<file path="src/rtl/rev_csa_stage.sv">
module rev_csa_stage #(
  parameter int W = 8
) (
  input  logic         inv,
  input  logic [W-1:0] a_i,
  input  logic [W-1:0] b_i,
  input  logic [W-1:0] c_i,
  input  logic [W-1:0] d_i,
  output logic [W-1:0] a_o,
  output logic [W-1:0] b_o,
  output logic [W-1:0] x_o,
  output logic [W-1:0] y_o,
  output logic [W+1:0] chk_o
);
  localparam int CW = W + 2;

  logic [W-1:0] maj_in;

  assign a_o = a_i;
  assign b_o = b_i;

  for (genvar i = 0; i < W; i++) begin : g_cell
    assign x_o[i]    = a_i[i] ^ b_i[i] ^ c_i[i];
    // inverse: majority taken over the recovered operand bit
    assign maj_in[i] = inv ? x_o[i] : c_i[i];
    assign y_o[i]    = d_i[i] ^ ((a_i[i] & b_i[i]) | (a_i[i] & maj_in[i]) | (b_i[i] & maj_in[i]));
  end

  assign chk_o = {2'b00, x_o} + {1'b0, y_o, 1'b0};

  logic [CW-1:0] op_total, fwd_total, inv_left, inv_right;
  assign op_total  = {2'b00, a_i} + {2'b00, b_i} + {2'b00, c_i};
  assign fwd_total = {2'b00, x_o} + {1'b0, y_o ^ d_i, 1'b0};
  assign inv_left  = {2'b00, a_i} + {2'b00, b_i} + {2'b00, x_o};
  assign inv_right = {2'b00, c_i} + {1'b0, d_i ^ y_o, 1'b0};

  always_comb begin
    if (!inv) begin
      p_fwd_weight_r1: assert (op_total == fwd_total);
      if (d_i == '0)
        p_check_sum_r6: assert (chk_o == op_total);
      if (d_i == '0 && c_i == '0)
        p_half_carry_r2: assert (y_o == (a_i & b_i));
    end else begin
      p_inverse_restore_r5: assert (inv_left == inv_right);
    end
  end
endmodule

</file>
<file path="config.mk">
export PLATFORM = sky130hd
export DESIGN_NAME = rev_csa_stage
export DESIGN_NICKNAME = d
export VERILOG_FILES = /design/src/rtl/rev_csa_stage.sv
export SDC_FILE = /design/constraint.sdc
export NUM_CORES = 1
export LEC_CHECK = 0
export ABC_AREA = 1
export CORE_MARGIN = 5
export CORE_UTILIZATION = 45
export DETAILED_ROUTE_END_ITERATION = 8
export DONT_BUFFER_PORTS = 1
export REMOVE_ABC_BUFFERS = 1
export SLEW_MARGIN = 20
export SYNTH_ARGS = -nofsm -noshare
export SYNTH_HDL_FRONTEND = slang
export SYNTH_SLANG_ARGS = --single-unit
export TNS_END_PERCENT = 100
</file>
<file path="constraint.sdc">
create_clock -name vclk -period 2.1
set_input_delay 0.21 -clock vclk [all_inputs]
set_output_delay 0.21 -clock vclk [all_outputs]
set_load 0.1 [all_outputs]
</file>
# Word level (Yosys, flattened, before mapping)
# Cells that the tools add are included.
op_classes:
  bitwise_logic: 64
  n_reduce_logical: 0
  n_shift: 0
  mul: 0
  add_sub_neg: 1
  n_div: 0
  order_cmp: 0
  muxes: 8
  n_eq_ne: 0
op_table:
  columns: ["cell", "count"]
  rows:
  - ["$and 1x1->1", 24]
  - ["$xor 1x1->1", 24]
  - ["$or 1x1->1", 16]
  - ["$add 8x9->10", 1]
  - ["$mux 1", 8]
totals:
  latchBits: 0
  n_memories: 0
  ram_bits: 0
  mem_bits_ro: 0
  reg_bits: 0

# Longest topological paths before layout
depth:
  depth_word: 8
  ltp_mapped: 16
  ltp_nobuf: 15

# Least setup slack after synthesis
# No wires, ideal clock.
synth_path:
  path_kind: "input to output"
  from: "input a_i[2]"
  to: "output chk_o[6]"
  t_required_ns: 1.890
  arrival_ns: 5.558
  slack_ns: -3.668
  stages: 10
  cell_sequence: "ha_1 -> xor2_1 -> o21ai_0 -> nand3_1 -> nand2_1 -> ha_1 -> nand3_1 -> nand2_1 -> a21oi_1 -> xnor2_1"
synth_via:
  elab_chain_len: 8
  elab_cells_between_ends: 10
synth_rtl:
  columns: ["item", "line_no", "source"]
  rows:
  - ["start, declared", "5", "input logic [W-1:0] a_i,"]
  - ["$xor 1x1->1 (*) (2 in a row)", "23", "assign x_o[i] = a_i[i] ^ b_i[i] ^ c_i[i];"]
  - ["net x_o[2]", "11", "output logic [W-1:0] x_o,"]
  - ["$mux 1 (*)", "25", "assign maj_in[i] = inv ? x_o[i] : c_i[i];"]
  - ["$and 1x1->1", "26", "assign y_o[i] = d_i[i] ^ ((a_i[i] & b_i[i]) | (a_i[i] & maj_in[i]) | (b_i[i] & maj_in[i]));"]
  - ["$or 1x1->1", "26", null]
  - ["$or 1x1->1 (*)", "26", null]
  - ["$xor 1x1->1 (*)", "26", null]
  - ["net y_o[2]", "12", "output logic [W-1:0] y_o,"]
  - ["$add 8x9->10 (*)", "29", "assign chk_o = {2'b00, x_o} + {1'b0, y_o, 1'b0};"]
  - ["end, declared", "13", "output logic [W+1:0] chk_o"]
# The timed path passes the listed nets; every way through them passes the cells marked *.

# Worst setup path in the final report
layout_path:
  from: "input a_i[6]"
  to: "output chk_o[9]"
layout_via:
  elab_chain_len: 8
  elab_cells_between_ends: 10
layout_rtl:
  columns: ["item", "line_no"]
  rows:
  - ["$xor 1x1->1 (*) (2 in a row)", "23"]
  - ["net x_o[6]", "11"]
  - ["$mux 1", "25"]
  - ["$and 1x1->1", "26"]
  - ["$or 1x1->1 (2 in a row)", "26"]
  - ["$xor 1x1->1", "26"]
  - ["$add 8x9->10 (*)", "29"]
# Marked as above.

==> reports/results.txt <==
Netlist cell types - 14
worst path required time - 1.89 ns
Worst setup SP type - input pin
most frequent cells after synthesis - 40 x nand2_1, 27 x inv_1, 23 x nor2_1
largest net degree at the start of global routing - 11
Vias/cell - 5.08
final WL - 3.34 mm
worst slew pin tran - 0.546 ns
first-pass GRT wire length - 4.98 mm
Final Setup Violations - 7
area delta synth->final - 74.8%
CP Capture Type - output pin
Clk network pwr share - 0%
switching power - 1.37 mW
combinational power share - 100.0%
layout cells sized above 1 - 51.3%
Die ar. - 3210 sq um
outcome - complete, but fails checks
min cycle time layout - 2.30 ns
CP max stage delay - 0.34 ns
DRC Markers - 0
failing checks - setup timing
Final GP Congestion - 0.820
final slew viol count - 0
WL/cell - 14.9 microns
Seq/Total Area, Yosys - 0%
Die X - 56.6 microns
seq_cells - 0
CP Data Arrival Time - 2.09 ns
Net count, final - 248
footprint of the multi-input gates - 1130 sq um
CP Cell Sequence - ha_1, xor2_2, buf_4, ha_4, nand2_1, inv_2, nand2_1, nand3_4, a21oi_2, nor2_2, buf_12
fill count - 109
Flop pwr share - 0%
slowest cell on the critical path - buf_4
IO Pins - 75
most used cell along the critical path - nand2_1
# diodes - 0
hold crit path type - in -> out
Syn Area/Cell - 5.69 sq um
GR Overflow Total - 0
buffer and inverter count on the worst path - 3
DR iter-0 viols - 29
final setup margin - -0.204 ns
count leader, synth - nand2_1
worst vdd ir - 1.09 mV
Inst Count DP - 218
port bufs - 0
Final Hold Fails - 0
Syn Inst Count - 172
Post-Syn Area - 978 sq um
initial antenna violation count - 0
vias in the first global route - 1191
Switching Fraction - 65.8%
leakage power - 0.831 nW
Int Pwr - 713 uW
Max Cap Viol - 0
largest delay contributor family on the critical path - adder cells
top post-synthesis cells by area - ha_1 19%, nand2_1 15%, buf_4 13%
Routed Antenna Nets - 0
RSZ-0062 raised after global routing - true
FP Rows - 16
CORE AREA - 2020 sq um
YS warnings - 0
maximum clock frequency - 434 MHz
critical path peak fanout - 4
Vias - 1137
Slew HR - 63.9%
layout clock buffer count - 0
top-area cell type share of the netlist area - 19.2%
Starting Density - 48.4%
Post-DP Area - 1370 sq um
hpwl dp - 2.28 mm
Design Area, Final - 1710 sq um
total track usage - 18.3%
drt first pass iters - 4
Reg area - 0 sq um
Crit Path Class - in -> out
non-filler instance count after layout - 224
cell area power density - 1220 nW/um^2
Die Y - 56.6 microns
cell accounting for the most synthesized area - ha_1
period utilization - 110%
cell usage in the layout, fill, tap and decap left out:
master and count:
a21oi_1 2, a21oi_2 3, a21oi_4 2, buf_12 9, buf_4 32, buf_6 2, fa_2 1, ha_1 3
ha_4 12, inv_1 25, inv_2 2, nand2_1 29, nand2_2 14, nand2_4 1, nand3_1 13, nand3_2 1
nand3_4 1, nor2_1 23, nor2_2 3, o21ai_1 1, o21ai_2 6, xnor2_2 2, xor2_2 6, xor2_4 4
final cells by class:
cell class                 count  share of cell area, %
multi-input combinational    127                   66.2
timing repair buffer          43                   25.9
tap                           27                   1.98
inverter                      27                   5.93
logic make-up after synthesis:
logic type	after synthesis	share of synthesized area, %
xor+xnor	12	10.7
buf+inv	45	24.6
fa+ha+maj	16	21.2
simple gates	85	36.3
compound gates	14	7.16
worst paths after layout:
check	depth (start not counted)	to	startpoint	slack (ns)
setup / recovery	11	chk_o[9]	a_i[6]	-0.20
hold / removal	0	a_o[4]	a_i[4]	0.42
stage by stage:
stage                     power (mW)  setup TNS [ns]  worst slack (ns)  hold WS [ns]  util [%]
after floorplan                 1.22          -54.21             -5.07         0.420         -
after global placement          1.81           -3.10            -0.518         0.421      67.5
after detailed placement        1.83           -3.49            -0.568         0.421      67.5
after CTS                       1.95           -1.50            -0.253         0.421      74.4
after global routing            2.17           -1.77            -0.328         0.420      84.6
final                           2.09           -1.09            -0.204         0.420      84.6
power by group through the flow:
stage                     logic [mW]  clock network (mW)  registers (mW)
after global routing            2.17                   0               0
after CTS                       1.95                   0               0
after floorplan                 1.22                   0               0
after detailed placement        1.83                   0               0
final                           2.09                   0               0
after global placement          1.81                   0               0
routing by layer:
layer / GRT usage (%) / part of all wire (%) / vias up
li1: - / - / 558
met1: 17.7 / 33 / 534
met2: 38.9 / 59 / 43
met3: 4.36 / 8.0 / 2
met4: 1.36 / 0.45 / 0
met5: 0 / 0 / -
what timing repair did:
item,in CTS,in global routing
gates resized for setup,28,28
endpoints found under the setup margin,8,8
pin swaps,9,24
buffers inserted,2,4
hold buffers,0,0
hold endpoints to repair,0,0
No activity file was read; power rests on OpenSTA's default activity.
